===== src/rtl/codec_buf_pkg.sv =====
package codec_buf_pkg;
  localparam int unsigned ADDR_W = 3;

  localparam logic [ADDR_W-1:0] ADR_BS_IN   = 3'd0;
  localparam logic [ADDR_W-1:0] ADR_BS_OUT  = 3'd1;
  localparam logic [ADDR_W-1:0] ADR_PCM_IN  = 3'd2;
  localparam logic [ADDR_W-1:0] ADR_PCM_OUT = 3'd3;
  localparam logic [ADDR_W-1:0] ADR_CTRL    = 3'd4;
  localparam logic [ADDR_W-1:0] ADR_STAT    = 3'd5;

  localparam int unsigned CTRL_W   = 6;
  localparam int unsigned STICKY_W = 5;

  typedef struct packed {
    logic pcm_dma_out;
    logic pcm_dma_in;
    logic pcm_irq;
    logic bs_dma_out;
    logic bs_dma_in;
    logic bs_irq;
  } ctrl_t;

  typedef struct packed {
    logic pcm_in_ovr;
    logic bs_out_udf;
    logic bs_out_ovf;
    logic bs_bit_udf;
    logic bs_in_ovf;
  } sticky_t;
endpackage


===== src/rtl/cb_fifo.sv =====
module cb_fifo #(
  parameter int unsigned W     = 16,
  parameter int unsigned DEPTH = 8,
  localparam int unsigned AW   = (DEPTH > 1) ? $clog2(DEPTH) : 1,
  localparam int unsigned LW   = $clog2(DEPTH + 1)
) (
  input  logic          clk_i,
  input  logic          rst_ni,
  input  logic          push_i,
  input  logic [W-1:0]  data_i,
  input  logic          pop_i,
  output logic [W-1:0]  data_o,
  output logic [LW-1:0] level_o,
  output logic          drop_o
);
  logic [W-1:0]  mem_q [DEPTH];
  logic [AW-1:0] wptr_q, rptr_q;
  logic [LW-1:0] level_q;
  logic          do_push, do_pop, full, empty;

  assign full    = (level_q == LW'(DEPTH));
  assign empty   = (level_q == '0);
  assign do_pop  = pop_i && !empty;
  // a pop in the same cycle frees the slot for a push into a full FIFO
  assign do_push = push_i && (!full || do_pop);
  assign drop_o  = push_i && !do_push;
  assign data_o  = mem_q[rptr_q];
  assign level_o = level_q;

  function automatic logic [AW-1:0] nxt(input logic [AW-1:0] p);
    return (p == AW'(DEPTH - 1)) ? '0 : p + 1'b1;
  endfunction

  always_ff @(posedge clk_i or negedge rst_ni) begin
    if (!rst_ni) begin
      wptr_q  <= '0;
      rptr_q  <= '0;
      level_q <= '0;
    end else begin
      if (do_push) wptr_q <= nxt(wptr_q);
      if (do_pop)  rptr_q <= nxt(rptr_q);
      case ({do_push, do_pop})
        2'b10:   level_q <= level_q + 1'b1;
        2'b01:   level_q <= level_q - 1'b1;
        default: level_q <= level_q;
      endcase
    end
  end

  always_ff @(posedge clk_i) begin
    if (do_push) mem_q[wptr_q] <= data_i;
  end


  fifo_level_bound_chk: assert property (@(posedge clk_i) disable iff (!rst_ni)
    level_q <= LW'(DEPTH));


  fifo_empty_pop_chk: assert property (@(posedge clk_i) disable iff (!rst_ni)
    (pop_i && empty && !push_i) |=> (level_q == '0));
endmodule


===== src/rtl/cb_bit_unpack.sv =====
module cb_bit_unpack #(
  parameter int unsigned W  = 16,
  localparam int unsigned CW = $clog2(W + 1)
) (
  input  logic         clk_i,
  input  logic         rst_ni,
  input  logic         freeze_i,
  input  logic         word_valid_i,
  input  logic [W-1:0] word_i,
  output logic         word_pop_o,
  input  logic         bit_rd_i,
  output logic         bit_o,
  output logic         bit_valid_o,
  output logic         udf_o
);
  logic [W-1:0]  sr_q;
  logic [CW-1:0] cnt_q;
  logic          load;

  assign bit_valid_o = (cnt_q != '0);
  assign load        = !bit_valid_o && word_valid_i && !freeze_i;
  assign word_pop_o  = load;
  assign bit_o       = sr_q[W-1];   // earliest bit sits in the MSB
  assign udf_o       = bit_rd_i && !bit_valid_o;

  always_ff @(posedge clk_i or negedge rst_ni) begin
    if (!rst_ni) begin
      sr_q  <= '0;
      cnt_q <= '0;
    end else if (load) begin
      sr_q  <= word_i;
      cnt_q <= CW'(W);
    end else if (bit_rd_i && bit_valid_o) begin
      sr_q  <= {sr_q[W-2:0], 1'b0};
      cnt_q <= cnt_q - 1'b1;
    end
  end


  unpack_cnt_bound_chk: assert property (@(posedge clk_i) disable iff (!rst_ni)
    cnt_q <= CW'(W));


  unpack_hold_chk: assert property (@(posedge clk_i) disable iff (!rst_ni)
    (bit_valid_o && !bit_rd_i) |=> (bit_valid_o && $stable(sr_q)));
endmodule


===== src/rtl/cb_pcm_in.sv =====
module cb_pcm_in #(
  parameter int unsigned W = 16
) (
  input  logic         clk_i,
  input  logic         rst_ni,
  input  logic         wr_i,
  input  logic [W-1:0] wdata_i,
  input  logic         take_i,
  output logic [W-1:0] data_o,
  output logic         hold_full_o,
  output logic         ovr_o
);
  logic [W-1:0] hold_q, act_q;
  logic         full_q;

  assign hold_full_o = full_q;
  assign data_o      = act_q;
  assign ovr_o       = wr_i && full_q && !take_i;

  always_ff @(posedge clk_i or negedge rst_ni) begin
    if (!rst_ni) begin
      hold_q <= '0;
      act_q  <= '0;
      full_q <= 1'b0;
    end else begin
      if (take_i && full_q) act_q <= hold_q;
      if (wr_i) begin
        hold_q <= wdata_i;
        full_q <= 1'b1;
      end else if (take_i) begin
        full_q <= 1'b0;
      end
    end
  end


  pcm_hold_keep_chk: assert property (@(posedge clk_i) disable iff (!rst_ni)
    (wr_i && full_q && !take_i) |=> (full_q && hold_q == $past(wdata_i)));
endmodule


===== src/rtl/codec_buf_top.sv =====
module codec_buf_top
  import codec_buf_pkg::*;
#(
  parameter int unsigned W        = 16,
  parameter int unsigned BS_DEPTH = 8,
  localparam int unsigned LW      = $clog2(BS_DEPTH + 1)
) (
  input  logic              clk_i,
  input  logic              rst_ni,
  input  logic              freeze_i,
  input  logic              bus_we_i,
  input  logic              bus_re_i,
  input  logic [ADDR_W-1:0] bus_addr_i,
  input  logic [W-1:0]      bus_wdata_i,
  output logic [W-1:0]      bus_rdata_o,
  input  logic              core_bit_rd_i,
  output logic              core_bit_o,
  output logic              core_bit_valid_o,
  input  logic              core_bs_push_i,
  input  logic [W-1:0]      core_bs_word_i,
  input  logic              core_pcm_take_i,
  output logic [W-1:0]      core_pcm_in_o,
  input  logic              core_pcm_put_i,
  input  logic [W-1:0]      core_pcm_word_i,
  output logic              irq_o,
  output logic [3:0]        dma_req_o
);
  logic wr_bs_in, rd_bs_out, wr_pcm_in, rd_pcm_out, wr_ctrl, rd_stat;
  assign wr_bs_in   = bus_we_i && (bus_addr_i == ADR_BS_IN);
  assign wr_pcm_in  = bus_we_i && (bus_addr_i == ADR_PCM_IN);
  assign wr_ctrl    = bus_we_i && (bus_addr_i == ADR_CTRL);
  assign rd_bs_out  = bus_re_i && (bus_addr_i == ADR_BS_OUT);
  assign rd_pcm_out = bus_re_i && (bus_addr_i == ADR_PCM_OUT);
  assign rd_stat    = bus_re_i && (bus_addr_i == ADR_STAT);

  // bitstream in path
  logic [W-1:0]  in_head;
  logic [LW-1:0] in_level;
  logic          in_drop, unp_pop, unp_udf;

  cb_fifo #(.W(W), .DEPTH(BS_DEPTH)) u_bs_in (
    .clk_i, .rst_ni,
    .push_i (wr_bs_in),
    .data_i (bus_wdata_i),
    .pop_i  (unp_pop),
    .data_o (in_head),
    .level_o(in_level),
    .drop_o (in_drop)
  );

  cb_bit_unpack #(.W(W)) u_unpack (
    .clk_i, .rst_ni,
    .freeze_i,
    .word_valid_i(in_level != '0),
    .word_i      (in_head),
    .word_pop_o  (unp_pop),
    .bit_rd_i    (core_bit_rd_i),
    .bit_o       (core_bit_o),
    .bit_valid_o (core_bit_valid_o),
    .udf_o       (unp_udf)
  );

  // bitstream out path
  logic [W-1:0]  out_head;
  logic [LW-1:0] out_level;
  logic          out_drop, core_push_ok, out_empty;

  assign core_push_ok = core_bs_push_i && !freeze_i;
  assign out_empty    = (out_level == '0);

  cb_fifo #(.W(W), .DEPTH(BS_DEPTH)) u_bs_out (
    .clk_i, .rst_ni,
    .push_i (core_push_ok),
    .data_i (core_bs_word_i),
    .pop_i  (rd_bs_out),
    .data_o (out_head),
    .level_o(out_level),
    .drop_o (out_drop)
  );

  // PCM in path
  logic pcm_hold_full, pcm_ovr;

  cb_pcm_in #(.W(W)) u_pcm_in (
    .clk_i, .rst_ni,
    .wr_i       (wr_pcm_in),
    .wdata_i    (bus_wdata_i),
    .take_i     (core_pcm_take_i),
    .data_o     (core_pcm_in_o),
    .hold_full_o(pcm_hold_full),
    .ovr_o      (pcm_ovr)
  );

  // PCM out path
  logic [W-1:0] pcm_out_q;
  logic         pcm_out_rdy_q;

  always_ff @(posedge clk_i or negedge rst_ni) begin
    if (!rst_ni) begin
      pcm_out_q     <= '0;
      pcm_out_rdy_q <= 1'b0;
    end else if (core_pcm_put_i && !freeze_i) begin
      pcm_out_q     <= core_pcm_word_i;
      pcm_out_rdy_q <= 1'b1;
    end else if (rd_pcm_out) begin
      pcm_out_rdy_q <= 1'b0;
    end
  end

  // control and status
  ctrl_t   ctrl_q;
  sticky_t sticky_q, sticky_set;
  logic    cfg_err, bs_grp_dma, pcm_grp_dma;
  logic    req_bs_in, req_bs_out, req_pcm_in, req_pcm_out;

  always_ff @(posedge clk_i or negedge rst_ni) begin
    if (!rst_ni)      ctrl_q <= '0;
    else if (wr_ctrl) ctrl_q <= ctrl_t'(bus_wdata_i[CTRL_W-1:0]);
  end

  assign sticky_set.bs_in_ovf  = in_drop;
  assign sticky_set.bs_bit_udf = unp_udf;
  assign sticky_set.bs_out_ovf = out_drop;
  assign sticky_set.bs_out_udf = rd_bs_out && out_empty;
  assign sticky_set.pcm_in_ovr = pcm_ovr;

  always_ff @(posedge clk_i or negedge rst_ni) begin
    if (!rst_ni) sticky_q <= '0;
    else         sticky_q <= ((rd_stat && !freeze_i) ? sticky_t'('0) : sticky_q) | sticky_set;
  end

  assign req_bs_in   = (in_level != LW'(BS_DEPTH));
  assign req_bs_out  = !out_empty;
  assign req_pcm_in  = !pcm_hold_full;
  assign req_pcm_out = pcm_out_rdy_q;

  assign bs_grp_dma  = ctrl_q.bs_dma_in || ctrl_q.bs_dma_out;
  assign pcm_grp_dma = ctrl_q.pcm_dma_in || ctrl_q.pcm_dma_out;
  assign cfg_err     = (ctrl_q.bs_irq && bs_grp_dma) || (ctrl_q.pcm_irq && pcm_grp_dma);

  assign dma_req_o = {req_pcm_out && ctrl_q.pcm_dma_out,
                      req_pcm_in  && ctrl_q.pcm_dma_in,
                      req_bs_out  && ctrl_q.bs_dma_out,
                      req_bs_in   && ctrl_q.bs_dma_in};

  // DMA enables mask the interrupt of their group
  assign irq_o = (ctrl_q.bs_irq  && !bs_grp_dma  && (req_bs_in  || req_bs_out)) ||
                 (ctrl_q.pcm_irq && !pcm_grp_dma && (req_pcm_in || req_pcm_out));

  logic [W-1:0] stat_word;
  assign stat_word = W'({cfg_err, sticky_q, req_pcm_out, req_pcm_in, req_bs_out, req_bs_in});

  always_comb begin
    case (bus_addr_i)
      ADR_BS_OUT:  bus_rdata_o = out_head;
      ADR_PCM_OUT: bus_rdata_o = pcm_out_q;
      ADR_CTRL:    bus_rdata_o = W'(ctrl_q);
      ADR_STAT:    bus_rdata_o = stat_word;
      default:     bus_rdata_o = '0;
    endcase
  end


  freeze_in_hold_chk: assert property (@(posedge clk_i) disable iff (!rst_ni)
    (freeze_i && !wr_bs_in) |=> $stable(in_level));


  freeze_pcm_out_chk: assert property (@(posedge clk_i) disable iff (!rst_ni)
    freeze_i |=> $stable(pcm_out_q));


  freeze_sticky_chk: assert property (@(posedge clk_i) disable iff (!rst_ni)
    (freeze_i && rd_stat) |=> ((sticky_q & $past(sticky_q)) == $past(sticky_q)));


  dma_priority_chk: assert property (@(posedge clk_i) disable iff (!rst_ni)
    (ctrl_q.bs_irq && ctrl_q.bs_dma_in && !ctrl_q.pcm_irq) |-> !irq_o);
endmodule


===== config.mk =====
export PLATFORM = sky130hd
export DESIGN_NAME = codec_buf_top
export DESIGN_NICKNAME = d
export VERILOG_FILES = /design/src/rtl/codec_buf_pkg.sv /design/src/rtl/cb_fifo.sv /design/src/rtl/cb_bit_unpack.sv /design/src/rtl/cb_pcm_in.sv /design/src/rtl/codec_buf_top.sv
export SDC_FILE = /design/constraint.sdc
export NUM_CORES = 1
export LEC_CHECK = 0
export BUFFER_PORTS_ARGS = -buffer_cell sky130_fd_sc_hd__buf_2
export CORE_UTILIZATION = 60
export DETAILED_ROUTE_END_ITERATION = 16
export GPL_TIMING_DRIVEN = 0
export PLACE_DENSITY_LB_ADDON = 0.3
export SETUP_SLACK_MARGIN = 0.5
export SLEW_MARGIN = 30
export SYNTH_ARGS = -nofsm -noshare
export SYNTH_HDL_FRONTEND = slang
export SYNTH_SLANG_ARGS = --single-unit

===== constraint.sdc =====
create_clock -name clk_i -period 4.9 [get_ports clk_i]
set_input_delay 0.98 -clock clk_i [delete_from_list [all_inputs] [get_ports clk_i]]
set_output_delay 0.98 -clock clk_i [all_outputs]
set_load 0.005 [all_outputs]

# Word level (Yosys, flattened, before mapping)
# Memory sizes are Yosys's and may differ from the RTL's.
# Cells that the tools add are included.
# op_classes
n_addsub	9
n_eq_ne	16
mux	20
bitwise_logic	1
reduce_logical	63
# ops
cell	n
$pmux W16 S4	1
$logic_and A1 B1 Y1	33
$mux W16	2
$eq A3 B3 Y1 const B	6
$pmux W4 S2	2
$mux W5	3
$add A3 B1 Y3 const B	4
$logic_not A1 Y1	12
$mux W3	4
$reduce_bool A2 Y1	5
$add A4 B1 Y4 const B	2
$eq A4 B4 Y1 const B	2
$logic_not A4 Y1	2
$logic_or A1 B1 Y1	8
$mux W1	8
$sub A4 B1 Y4 const B	2
$eq A3 B2 Y1 const B	2
$or A5 B5 Y5	1
$reduce_bool A5 Y1	1
$sub A5 B1 Y5 const B	1
$eq A2 B1 Y1 const B	2
$eq A2 B2 Y1 const B	2
$ne A4 B4 Y1 const B	1
$reduce_bool A4 Y1	1
other kinds (2)	2
# totals
reg_bits	102
ramBits	256
input_bits	60
elab_cells	135
memories	2
# memory_table
name	depth	width	read_ports	rd_ports_with_merged_regs	write_ports	line_no	source
u_bs_in.mem_q	8	16	1	0	1	cb_fifo.sv:16	logic [W-1:0] mem_q [DEPTH];
u_bs_out.mem_q	8	16	1	0	1	cb_fifo.sv:16	

# Longest topological paths before layout
# logic_depth
ltp_word	10
depth_mapped	11
ltp_nobuf	10

# Modules after synthesis
# A second synthesis with hierarchy kept.
# unflattened
hier_cells	798
hier_area_um2	14849.2
# modules_own_cells
module	instances	cells_each	area_each_um2	seq_area_each_um2
cb_fifo	2	250	5479.0	4093.9
codec_buf_top	1	142	1597.8	700.7
cb_pcm_in	1	72	1291.2	825.8
cb_bit_unpack	1	84	1002.2	525.5

# Least setup slack after synthesis
# Ideal clock, no wire load.
# synth_path
kind	input-to-reg
startpoint	in bus_addr_i[2]
endpoint	mem u_bs_in.mem_q[0][0] (enable)
setup_ps	431
arrival_ps	3650
path_slack_ps	819
path_stages	3
n_path_buf	0
path_cell_list	nor4b_1 > o21ai_1 > nor4_1
# synth_between
elab_chain_len	5
# synth_rtl
item	line_no	source
from (decl)	codec_buf_top.sv:13	input logic [ADDR_W-1:0] bus_addr_i,
$logic_not A3 Y1	codec_buf_top.sv:29	assign wr_bs_in = bus_we_i && (bus_addr_i == ADR_BS_IN);
$logic_and A1 B1 Y1	codec_buf_top.sv:29	
$logic_and A1 B1 Y1	cb_fifo.sv:25	assign do_push = push_i && (!full || do_pop);
$mux W1	cb_fifo.sv:51	if (do_push) mem_q[wptr_q] <= data_i;
$mux W1 (not written as such)	cb_fifo.sv:51	
to (decl)	cb_fifo.sv:16	
# No other way between the ends.

# Final worst setup path
# layout_path
startpoint	reg u_bs_out.rptr_q[2]
endpoint	out bus_rdata_o[11]
# layout_between
elab_chain_len	2
# layout_rtl
item	line_no	source
from (decl)	cb_fifo.sv:17	logic [AW-1:0] wptr_q, rptr_q;
from (signal assigned)	cb_fifo.sv:41	if (do_pop) rptr_q <= nxt(rptr_q);
$mem_v2 Z8 W16	n/a	
$pmux W16 S4	codec_buf_top.sv:154	case (bus_addr_i)
to (decl)	codec_buf_top.sv:15	output logic [W-1:0] bus_rdata_o,
# No other way between the ends.

==> metrics.log <==
[metrics] result of the run: complete, no violations
[metrics] reg-to-reg critical path startpoint: u_unpack.cnt_q[0]
[metrics] cells on worst reg2reg path: 11
[metrics] site row count: 56
[metrics] layout overhead on the synthesized area: 16.7%
[metrics] number of design-rule violations left by the first detailed-router iteration: 633
[metrics] cell at the root of the clock tree: sky130_fd_sc_hd__clkbuf_16
[metrics] fraction of final layout cells sized beyond drive strength 1: 33.6%
[metrics] final critical path time including I/O delays and setup: 4.22 ns
[metrics] final setup vio count: 0
[metrics] number of hold-repair buffers added at the cts stage: 0
[metrics] post-cts sizing count: 0
[metrics] worst-case headroom to the max-slew limit: 35.2%
[metrics] critical path fanouts, max: 10
[metrics] post-synth net total: 909
[metrics] number of nets in the layout: 1071
[metrics] drt drc: 0
[metrics] required time worst endpoint: 3.92 ns
[metrics] number of instances in the synthesized netlist: 835
[metrics] Detailed Place HPWL: 21500 um
[metrics] Post-Synthesis Mean Instance Area: 17.3 um2
[metrics] count of vias placed by the detailed router: 8161
[metrics] Cells after DPL: 1278
[metrics] total global routing overflow: 0
[metrics] top achievable clock speed: 237 MHz
[metrics] vias in the first global route: 8557
[metrics] final sum of negative setup slack: 0 ns
[metrics] WL final: 31800 um
[metrics] height of the die: 157 um
[metrics] number of nets with antenna violations after detailed routing: 0
[metrics] post-CTS repair timing setup buffer count: 0
[metrics] clk_lat worst skew: 0.52 ns
[metrics] number of enable flip-flop cells after synthesis: 256
[metrics] TritonCTS clock tree: done
[metrics] sequential fraction of the synthesis area: 70.9%
[metrics] buffer depth of the longest clock path: 3
[metrics] kind of capture point of the worst setup path: primary output
[metrics] total clock sinks: 358
[metrics] CP Data Arrival Time: 3.24 ns
[metrics] Pwr Total: 8.53 mW
[metrics] final worst clock skew: 0.0131 ns
[metrics] final slew viol count: 0
[metrics] Worst Hold Class: primary input to async pin
[metrics] clock transition time at the flip-flop clock pins of the worst setup and hold paths: 0.06 ns
[metrics] final hold vios: 0
[metrics] starting density of the core: 61.4%
[metrics] actual transition at the worst max-transition pin: 0.963 ns
[metrics] library cells used by synthesis: 52
[metrics] worst setup slack after layout: 0.681 ns
[metrics] global routing usage summed across all routing layers: 27.3%
[metrics] Power per Cell Area: 506 nW/um2
[metrics] via density per instance: 6.08
[metrics] initial antenna violation count: 1
[metrics] worst setup slack after placement: 0.935 ns
[metrics] largest net degree at the start of global routing: 58
[metrics] total number of H-tree levels: 2
[metrics] leakage component of the power: 6.24 nW
[metrics] Setup crit start kind: flip-flop
[metrics] most common flop cell mapped by yosys: sky130_fd_sc_hd__edfxtp_1
[metrics] total of fill cells in the finished design: 1521
[metrics] share of async-settable or async-resettable flops after synthesis: 28.5%
[metrics] port bufs: 97
[metrics] die area: 24700 um2
[metrics] synthesized flop and latch total: 358
[metrics] terminus of the critical flop-to-flop path: u_bs_in.level_o[2]
[metrics] global-route wire length before repair: 48600 um
[metrics] Syn. warnings: 0
[metrics] Max IR drop VDD: 0.000489 V
[metrics] path type of the worst setup path: flip-flop to primary output
[metrics] horizontal die dimension: 157 um
[metrics] RSZ-0062 raised after global routing: false
[metrics] worst reg2reg setup slack: 1.36 ns
[metrics] num ports: 99
[metrics] max-capacitance violation count: 0
[metrics] WL/cell: 23.7 um
[metrics] Syn Std Cell Area: 14500 um2
[metrics] routability congestion estimate: 0.832
[metrics] Pre-Repair DR Iteration Count: 5
[metrics] CTS Buf Count: 36
[metrics] area of the core region: 23500 um2
[metrics] non-filler instance count after layout: 1342
[metrics] final clock period utilization by the worst path: 86.1%
## cell usage in the layout, fill, tap and decap left out, drive strengths merged, types with 3 or more instances in the layout
cell type,n
mux2,73
ha,14
a211oi,3
o211ai,4
buf,140
a22o,3
mux2i,15
nand2b,23
nor2b,9
nand2,54
o21ai,11
clkbuf,77
a21oi,33
a221o,19
nor3,15
edfxtp,256
a32o,4
nor2,16
xnor2,3
a31o,3
nor4,7
a21o,5
mux4,53
clkinv,8
and3,4
bufinv,3
dfrtp,102
nor3b,5
xor2,5
inv,8
and2,4
nand3,7
o221ai,11
## per-stage QoR
stage          area [um2]  hold WS, ns  util, %
2_1_floorplan       14500        0.450        -
3_3_place_gp        15300        0.470     65.1
3_5_place_dp        15700        0.480     66.5
4_1_cts             16800        0.404     71.6
5_1_grt             16900        0.423     71.6
6_report            16900        0.396     71.6
## power by group
group	leakage, nW	switching, mW	internal (mW)
sequential	3.57	0.290	3.62
clock	0.584	1.10	1.65
combinational	2.09	0.970	0.909
total	6.24	2.36	6.18
## routing by layer
layer	up-vias	share of wire, %	track usage (%)
li1	3617	-	-
met1	4181	38	32.6
met2	289	54	49.5
met3	74	5.2	4.57
met4	0	3.1	10.2
met5	-	0	0
## cell usage after synthesis (3+ instances only)
cell / instances / area (um2)
sky130_fd_sc_hd__edfxtp_1: 256 / 7690
sky130_fd_sc_hd__dfrtp_1: 102 / 2550
sky130_fd_sc_hd__mux2_2: 73 / 822
sky130_fd_sc_hd__nand2_1: 54 / 203
sky130_fd_sc_hd__mux4_2: 53 / 1190
sky130_fd_sc_hd__a21oi_1: 33 / 165
sky130_fd_sc_hd__clkbuf_1: 26 / 97.6
sky130_fd_sc_hd__nand2b_1: 23 / 144
sky130_fd_sc_hd__a221o_1: 19 / 190
sky130_fd_sc_hd__nor2_1: 16 / 60.1
sky130_fd_sc_hd__mux2i_1: 15 / 150
sky130_fd_sc_hd__nor3_1: 15 / 75.1
sky130_fd_sc_hd__ha_1: 14 / 175
sky130_fd_sc_hd__o221ai_1: 11 / 96.3
sky130_fd_sc_hd__buf_2: 10 / 50.1
sky130_fd_sc_hd__nor2b_1: 9 / 56.3
sky130_fd_sc_hd__o21ai_0: 9 / 45.0
sky130_fd_sc_hd__inv_1: 8 / 30.0
sky130_fd_sc_hd__nand3_1: 7 / 35.0
sky130_fd_sc_hd__nor4_1: 7 / 43.8
sky130_fd_sc_hd__a21o_1: 5 / 37.5
sky130_fd_sc_hd__nor3b_1: 5 / 37.5
sky130_fd_sc_hd__xor2_1: 5 / 43.8
sky130_fd_sc_hd__a32o_1: 4 / 40.0
sky130_fd_sc_hd__and3_1: 4 / 25.0
sky130_fd_sc_hd__buf_1: 4 / 15.0
sky130_fd_sc_hd__o211ai_1: 4 / 30.0
sky130_fd_sc_hd__a211oi_1: 3 / 22.5
sky130_fd_sc_hd__a22o_1: 3 / 26.3
sky130_fd_sc_hd__a31o_2: 3 / 26.3
sky130_fd_sc_hd__and2_1: 3 / 18.8
sky130_fd_sc_hd__xnor2_1: 3 / 26.3
## cells by family (layout without fill, tap and decap cells)
group | count (synthesis) | in the layout | synth area share (%)
adders and majority gates | 14 | 14 | 1.21
buffers and inverters | 50 | 237 | 1.49
DFF | 358 | 358 | 70.9
muxes | 141 | 141 | 15.0
AOI/OAI and AO/OA | 103 | 103 | 5.14
xor gates and xnor gates | 8 | 8 | 0.485
and+or+nand+nor | 161 | 161 | 5.83
other | 0 | 1 | 0
## final cells by class
type	count	area, um2	area share (%)
clock inverters	12	135	0.801
multi-input cells	427	4090	24.3
inverters	8	30.0	0.178
flip-flops and latches	358	10200	60.7
repair buffers	124	728	4.32
well taps	319	399	2.37
plain buffers	42	185	1.10
clock buffers	51	1050	6.22
diodes	1	2.50	0.0148
## worst max path at each step
| stage | endpoint | cells past startpoint | start |
|---|---|---|---|
| 2_1_floorplan | u_bs_in.mem_q[0][0] | 3 | bus_addr_i[2] |
| 3_3_place_gp | u_bs_in.mem_q[0][8] | 4 | bus_addr_i[2] |
| 3_5_place_dp | bus_rdata_o[4] | 8 | bus_addr_i[0] |
| 4_1_cts | bus_rdata_o[14] | 6 | u_bs_out.rptr_q[2] |
| 5_1_grt | bus_rdata_o[11] | 6 | u_bs_out.rptr_q[2] |
| 6_report | bus_rdata_o[11] | 6 | u_bs_out.rptr_q[2] |
## critical path, cell delays in order, from the launching register on
cell,delay [ns]
sky130_fd_sc_hd__dfrtp_1,0.55
sky130_fd_sc_hd__clkbuf_1,0.57
sky130_fd_sc_hd__clkbuf_1,0.68
sky130_fd_sc_hd__mux4_2,0.42
sky130_fd_sc_hd__o221ai_1,0.27
sky130_fd_sc_hd__nand2_1,0.09
sky130_fd_sc_hd__buf_2,0.14
## sequential cells by signal (all words and copies together), names as in the netlist, 5 cells and up
register         flops
u_pcm_in.hold_q     16
u_bs_out.mem_q     128
u_pcm_in.data_o     16
u_unpack.sr_q       16
u_unpack.cnt_q       5
ctrl_q               6
stat_word            5
pcm_out_q           16
u_bs_in.mem_q      128
Power figures use the tool's default switching activity.
